### config.mk
export PLATFORM = sky130hd
export DESIGN_NAME = nvs_seq_ctrl
export DESIGN_NICKNAME = d
export VERILOG_FILES = /design/src/rtl/nvs_pkg.sv /design/src/rtl/nvs_tick_timer.sv /design/src/rtl/nvs_idle_arb.sv /design/src/rtl/nvs_seq_ctrl.sv
export SDC_FILE = /design/constraint.sdc
export NUM_CORES = 1
export LEC_CHECK = 0
export BUFFER_PORTS_ARGS = -buffer_cell sky130_fd_sc_hd__buf_4
export CAP_MARGIN = 30
export CORE_ASPECT_RATIO = 1.2
export CORE_MARGIN = 10
export CORE_UTILIZATION = 53
export CTS_BUF_LIST = sky130_fd_sc_hd__clkbuf_4 sky130_fd_sc_hd__clkbuf_8 sky130_fd_sc_hd__clkbuf_16
export DETAILED_ROUTE_END_ITERATION = 6
export PLACE_DENSITY = 0.75
export REMOVE_ABC_BUFFERS = 1
export SKIP_CTS_REPAIR_TIMING = 1
export SYNTH_ARGS = -nofsm -noshare
export SYNTH_HDL_FRONTEND = slang
export SYNTH_SLANG_ARGS = --single-unit
### constraint.sdc
create_clock -name clk -period 2.65 [get_ports clk]
set_clock_uncertainty 0.1 [all_clocks]
set_input_delay 0.265 -clock clk [delete_from_list [all_inputs] [get_ports clk]]
set_output_delay 0.265 -clock clk [all_outputs]
set_load 0.05 [all_outputs]
### src/rtl/nvs_pkg.sv
package nvs_pkg;

    typedef enum logic [2:0] {
        ST_OFF     = 3'd0,
        ST_PWR_RCL = 3'd1,
        ST_IDLE    = 3'd2,
        ST_GRACE   = 3'd3,
        ST_STORE   = 3'd4,
        ST_SW_RCL  = 3'd5
    } nvs_state_e;

    typedef enum logic [2:0] {
        OP_NONE       = 3'd0,
        OP_AUTO_STORE = 3'd1,
        OP_GO_OFF     = 3'd2,
        OP_GRACE      = 3'd3,
        OP_SW_STORE   = 3'd4,
        OP_SW_RECALL  = 3'd5
    } nvs_op_e;

    typedef struct packed {
        nvs_state_e st;
        logic       pend;
        logic       auto_st;
    } nvs_reg_t;

endpackage

### src/rtl/nvs_tick_timer.sv
module nvs_tick_timer #(
    parameter int CW = 8
) (
    input  logic          clk,
    input  logic          rst_n,
    input  logic          load,
    input  logic [CW-1:0] load_val,
    output logic          expired
);
    logic [CW-1:0] cnt_d, cnt_q;

    always_comb begin
        cnt_d = cnt_q;
        if (load)
            cnt_d = load_val;
        else if (cnt_q != '0)
            cnt_d = cnt_q - 1'b1;
    end

    always_ff @(posedge clk or negedge rst_n) begin
        if (!rst_n) cnt_q <= '0;
        else        cnt_q <= cnt_d;
    end

    assign expired = (cnt_q == '0);

endmodule

### src/rtl/nvs_idle_arb.sv
module nvs_idle_arb
    import nvs_pkg::*;
(
    input  logic    supply_ok,
    input  logic    hsb_low,
    input  logic    sw_req,
    input  logic    sw_recall,
    input  logic    pend,
    output nvs_op_e op
);
    always_comb begin
        op = OP_NONE;
        if (!supply_ok)
            op = pend ? OP_AUTO_STORE : OP_GO_OFF;
        else if (hsb_low && pend)
            op = OP_GRACE;
        else if (sw_req && !sw_recall && pend)
            op = OP_SW_STORE;
        else if (sw_req && sw_recall)
            op = OP_SW_RECALL;
    end
endmodule

### src/rtl/nvs_seq_ctrl.sv
module nvs_seq_ctrl
    import nvs_pkg::*;
#(
    parameter int unsigned STORE_TICKS        = 1250000,
    parameter int unsigned PWRUP_RECALL_TICKS = 2000000,
    parameter int unsigned SW_RECALL_TICKS    = 5000,
    parameter int unsigned GRACE_TICKS        = 100
) (
    input  logic clk,
    input  logic rst_n,
    input  logic supply_ok,
    input  logic hsb_in,
    output logic hsb_oe,
    output logic hsb_o,
    input  logic sw_req,
    input  logic sw_recall,
    input  logic acc_active,
    input  logic wr_strobe,
    output logic nv_store,
    output logic nv_recall,
    output logic busy,
    output logic inhibit
);
    localparam int unsigned MAX_AB = (STORE_TICKS > PWRUP_RECALL_TICKS) ? STORE_TICKS : PWRUP_RECALL_TICKS;
    localparam int unsigned MAX_CD = (SW_RECALL_TICKS > GRACE_TICKS) ? SW_RECALL_TICKS : GRACE_TICKS;
    localparam int unsigned MAX_T  = (MAX_AB > MAX_CD) ? MAX_AB : MAX_CD;
    localparam int CW = $clog2(MAX_T + 1);

    localparam logic [CW-1:0] LV_STORE = CW'(STORE_TICKS - 1);
    localparam logic [CW-1:0] LV_PWR   = CW'(PWRUP_RECALL_TICKS - 1);
    localparam logic [CW-1:0] LV_SW    = CW'(SW_RECALL_TICKS - 1);
    localparam logic [CW-1:0] LV_GRACE = CW'(GRACE_TICKS - 1);

    nvs_reg_t      cur_q, nxt_d;
    logic          load_d;
    logic [CW-1:0] lval_d;
    logic          expired;
    logic          wr_ok;
    nvs_op_e       idle_op;

    nvs_tick_timer #(.CW(CW)) u_timer (
        .clk      (clk),
        .rst_n    (rst_n),
        .load     (load_d),
        .load_val (lval_d),
        .expired  (expired)
    );

    nvs_idle_arb u_arb (
        .supply_ok (supply_ok),
        .hsb_low   (!hsb_in),
        .sw_req    (sw_req),
        .sw_recall (sw_recall),
        .pend      (cur_q.pend),
        .op        (idle_op)
    );

    assign wr_ok = wr_strobe && (cur_q.st == ST_IDLE) && supply_ok;

    always_comb begin
        nxt_d  = cur_q;
        load_d = 1'b0;
        lval_d = '0;
        if (wr_ok) nxt_d.pend = 1'b1;
        case (cur_q.st)
            ST_OFF: begin
                if (supply_ok) begin
                    nxt_d.st = ST_PWR_RCL;
                    load_d   = 1'b1;
                    lval_d   = LV_PWR;
                end
            end
            ST_PWR_RCL, ST_SW_RCL: begin
                if (!supply_ok) begin
                    nxt_d.st   = ST_OFF;
                    nxt_d.pend = 1'b0;
                end else if (expired) begin
                    nxt_d.st   = ST_IDLE;
                    nxt_d.pend = 1'b0;
                end
            end
            ST_IDLE: begin
                case (idle_op)
                    OP_AUTO_STORE: begin
                        nxt_d.st      = ST_STORE;
                        nxt_d.auto_st = 1'b1;
                        load_d        = 1'b1;
                        lval_d        = LV_STORE;
                    end
                    OP_GO_OFF: begin
                        nxt_d.st   = ST_OFF;
                        nxt_d.pend = 1'b0;
                    end
                    OP_GRACE: begin
                        nxt_d.st = ST_GRACE;
                        load_d   = 1'b1;
                        lval_d   = LV_GRACE;
                    end
                    OP_SW_STORE: begin
                        nxt_d.st      = ST_STORE;
                        nxt_d.auto_st = 1'b0;
                        load_d        = 1'b1;
                        lval_d        = LV_STORE;
                    end
                    OP_SW_RECALL: begin
                        nxt_d.st = ST_SW_RCL;
                        load_d   = 1'b1;
                        lval_d   = LV_SW;
                    end
                    default: ;
                endcase
            end
            ST_GRACE: begin
                if (!supply_ok || !acc_active || expired) begin
                    nxt_d.st      = ST_STORE;
                    nxt_d.auto_st = !supply_ok;
                    load_d        = 1'b1;
                    lval_d        = LV_STORE;
                end
            end
            ST_STORE: begin
                if (expired) begin
                    nxt_d.pend    = 1'b0;
                    nxt_d.auto_st = 1'b0;
                    nxt_d.st      = (cur_q.auto_st || !supply_ok) ? ST_OFF : ST_IDLE;
                end
            end
            default: nxt_d.st = ST_OFF;
        endcase
    end

    always_ff @(posedge clk or negedge rst_n) begin
        if (!rst_n) cur_q <= '{st: ST_OFF, pend: 1'b0, auto_st: 1'b0};
        else        cur_q <= nxt_d;
    end

    assign nv_store  = (cur_q.st == ST_STORE);
    assign nv_recall = (cur_q.st == ST_PWR_RCL) || (cur_q.st == ST_SW_RCL);
    assign busy      = (cur_q.st != ST_IDLE) && (cur_q.st != ST_OFF);
    assign hsb_oe    = (cur_q.st == ST_GRACE) || (cur_q.st == ST_STORE);
    assign hsb_o     = !hsb_oe;
    assign inhibit   = (cur_q.st != ST_IDLE) || !supply_ok;

    // a store only ever begins with a write pending
    a_r7_store_needs_write: assert property (@(posedge clk) disable iff (!rst_n)
        $rose(nv_store) |-> $past(cur_q.pend));

    // the pending flag is gone once a store has finished
    a_r11_clear_after_store: assert property (@(posedge clk) disable iff (!rst_n)
        $fell(nv_store) |-> !cur_q.pend);

    // pending only rises from a write seen while idle with supply
    a_r2_write_gated: assert property (@(posedge clk) disable iff (!rst_n)
        $rose(cur_q.pend) |-> $past(cur_q.st == ST_IDLE && supply_ok && wr_strobe));

    // the off state holds no pending write
    a_r4_off_clean: assert property (@(posedge clk) disable iff (!rst_n)
        (cur_q.st == ST_OFF) |-> !cur_q.pend);

    // supply loss ends any recall on the next edge
    a_r12_recall_abort: assert property (@(posedge clk) disable iff (!rst_n)
        (nv_recall && !supply_ok) |=> !nv_recall);

endmodule

==> results.toml <==
[run_status]
status = "complete, no violations"

[synthesis]
yosysUniqueCellTypes = 49
ys_dominant_reg_cell = "dfrtp_1"
yosysTopAreaCellShare = 0.387
synth_seq_area_share = 0.387
synth.most_common_cell = "dfrtp_1"
synth_area_leaders = "dfrtp_1 (39%), xnor2_1 (5.7%), o31ai_1 (4.0%)"
netlist_instances = 186
synth_area_per_cell_sq_um = 9.05
synth_edf_count = 0
netlist_area_sq_um = 1680
async_flop_share = 1.00
ys_seq_elements = 26
yosys_warnings = 0
synth_top_area_cell = "dfrtp_1"
synthTopCellsByCount = "dfrtp_1 (26), nor2_1 (17), o21ai_0 (11), xnor2_1 (11), a21oi_1 (10)"

[sta]
rsz0062_at_grt = "yes"
period_minus_slack_ns = 2.64
tightest_slew_ns = 0.653
finalHoldViolations = 0
maxSlewHeadroom = 0.559
min_period_over_period = 0.997
max_freq_mhz = 378
finalSetupViolCount = 0
report.final.slew_viol_count = 0

[detailed_routing]
avgViaCountPerCell = 6.31
wl_um = 4470
ant_nets = 0
wire_per_inst_um = 18.0
first_pass_iters = 4
drtIter0Drc = 98
via_count = 1565
drc_errors = 0

[cells_and_area]
drive_gt1_frac = 0.250
final_nets = 222
antennaDiodeCount = 0
instances_no_fill = 248
area_growth_pct = 17.8
fillerInstances = 247

[setup_path]
r2r_setup_slack_ns = 0.008
endpoint_kind = "flip-flop"
worstPathArrival_ns = 2.77
cp_max_fo = 2
required_ns = 2.78
critPathKind = "flip-flop to flip-flop"
cp-start-kind = "flip-flop"

[global_routing]
grt_pass1_vias = 1574
grt_max_degree = 27
grt_pass1_wl_um = 7450
grt-ovfl-total = 0
grt_usage = 0.154
antenna_found_initial = 0

[power_and_ir_drop]
fin_total_pwr_w = 0.00126
cellPowerDensity_nw_per_um2 = 638
vdd_drop_max_v = 0.000420
leakage_nw = 0.861

[clock_network]
cts_buffers = 3
clk_pin_slew_ns = 0.15
worst_skew_pair.late_latency_ns = 0.33
cts.htree.levels = 1
cts_root_buffer = "clkbuf_4"
cts_sinks = 26
clock_path_buffers = 2
cts_tree = "done"

[die]
die-area_sq_um = 5840
core_sq_um = 3060
dieWidth_um = 71.4
row_count = 22
initial_core_util = 0.551
ioPinCount = 14
die_h_um = 81.7

[placed_design]
place_congestion = 0.913
port_buffers = 13
post-place-cells = 241
hpwlAfterDp_um = 3360

[worst_hold_path]
min_path_type = "input pin to flip-flop"

[flow_run]
max_cap_violations = 0
area by class of cell:
cell class | count | area [sq um] | area share
timing repair buffer | 31 | 246 | 0.124
inverter | 9 | 33.8 | 0.0170
multi-input combinational | 142 | 971 | 0.490
sequential | 26 | 651 | 0.328
clock buffer | 4 | 36.3 | 0.0183
tap | 36 | 45.0 | 0.0227
registers in the layout, summed over array words and instances (netlist names):
signal	count
u_timer.cnt_q	21
cur_q	5
worst paths after layout:
check	startpoint	endpoint	cells after the start
setup reg to reg	u_timer.cnt_q[13]	u_timer.cnt_q[17]	5
min in group asynchronous	rst_n	u_timer.cnt_q[14]	2
setup / recovery	u_timer.cnt_q[13]	u_timer.cnt_q[17]	5
hold / removal	wr_strobe	cur_q[1]	3
max in group asynchronous	rst_n	u_timer.cnt_q[10]	2
hold reg to reg	cur_q[0]	cur_q[0]	2
cells by family after synthesis:
logic type / after synthesis / synth area share
compound gates: 57 / 0.233
flops: 26 / 0.387
simple gates: 70 / 0.253
buf+inv: 18 / 0.0454
mux: 1 / 0.00669
xor+xnor: 13 / 0.0677
fa+ha+maj: 1 / 0.00743
where the power goes:
part           switching [W]  internal [W]  total, W  leakage (nW)
registers          0.0000926      0.000482  0.000575         0.321
logic               0.000259      0.000222  0.000481         0.519
clock network       0.000125     0.0000842  0.000210        0.0210
total               0.000477      0.000788   0.00126         0.861
layout by cell type (no fill, tap or decap), types with 2 or more instances in the layout:
master    synthesis  routed
buf_4             0      28
dfrtp_1          26      26
nor2_1           17      17
xnor2_1          11      11
a21oi_1          10      10
inv_1             9       9
o31ai_1           9       9
nand2_1           8       8
o21ai_0          11       8
nor3_1            7       7
and3_1            5       5
nor4_1            5       5
o22ai_1           4       4
or2_2             3       3
or4_4             3       3
nor3_2            3       3
nand4_1           3       3
o21ai_1           0       3
o31a_1            3       3
clkbuf_4          0       3
nand2b_1          2       2
a21o_1            2       2
nor2b_1           2       2
a21boi_0          2       2
nand3_1           2       2
a211oi_1          2       2
xor2_1            2       2
and3b_1           2       2
o211ai_1          2       2
or3_1             3       2
worst max-delay path, cell delays in order, from the launching register on:
cell and delay [ns]:
dfrtp_1 0.41, or4_4 0.55, or4b_4 0.50, or4_4 0.45, or3_4 0.39, a21boi_1 0.14
per-layer routing:
metal,track usage,up-vias,part of all wire
met4,0.0659,0,0.019
met1,0.179,758,0.44
met3,0.0169,9,0.040
met2,0.280,61,0.50
met5,0,-,0
li1,-,737,-
metrics by stage:
stage          setup TNS [ns]  instance area [sq um]  worst slack (ns)  hold slack, ns  utilization
2_1_floorplan          -0.452                   1640            -0.138          -0.131            -
3_3_place_gp         -0.00569                   1900          -0.00353          0.0948        0.620
3_5_place_dp           -0.138                   1900           -0.0465          0.0988        0.620
4_1_cts                -0.352                   1930           -0.0676          -0.273        0.632
5_1_grt                -0.247                   1980           -0.0464           0.122        0.649
6_report                    0                   1980           0.00788           0.102        0.649
Note: power is estimated with default switching activity, not from simulation.
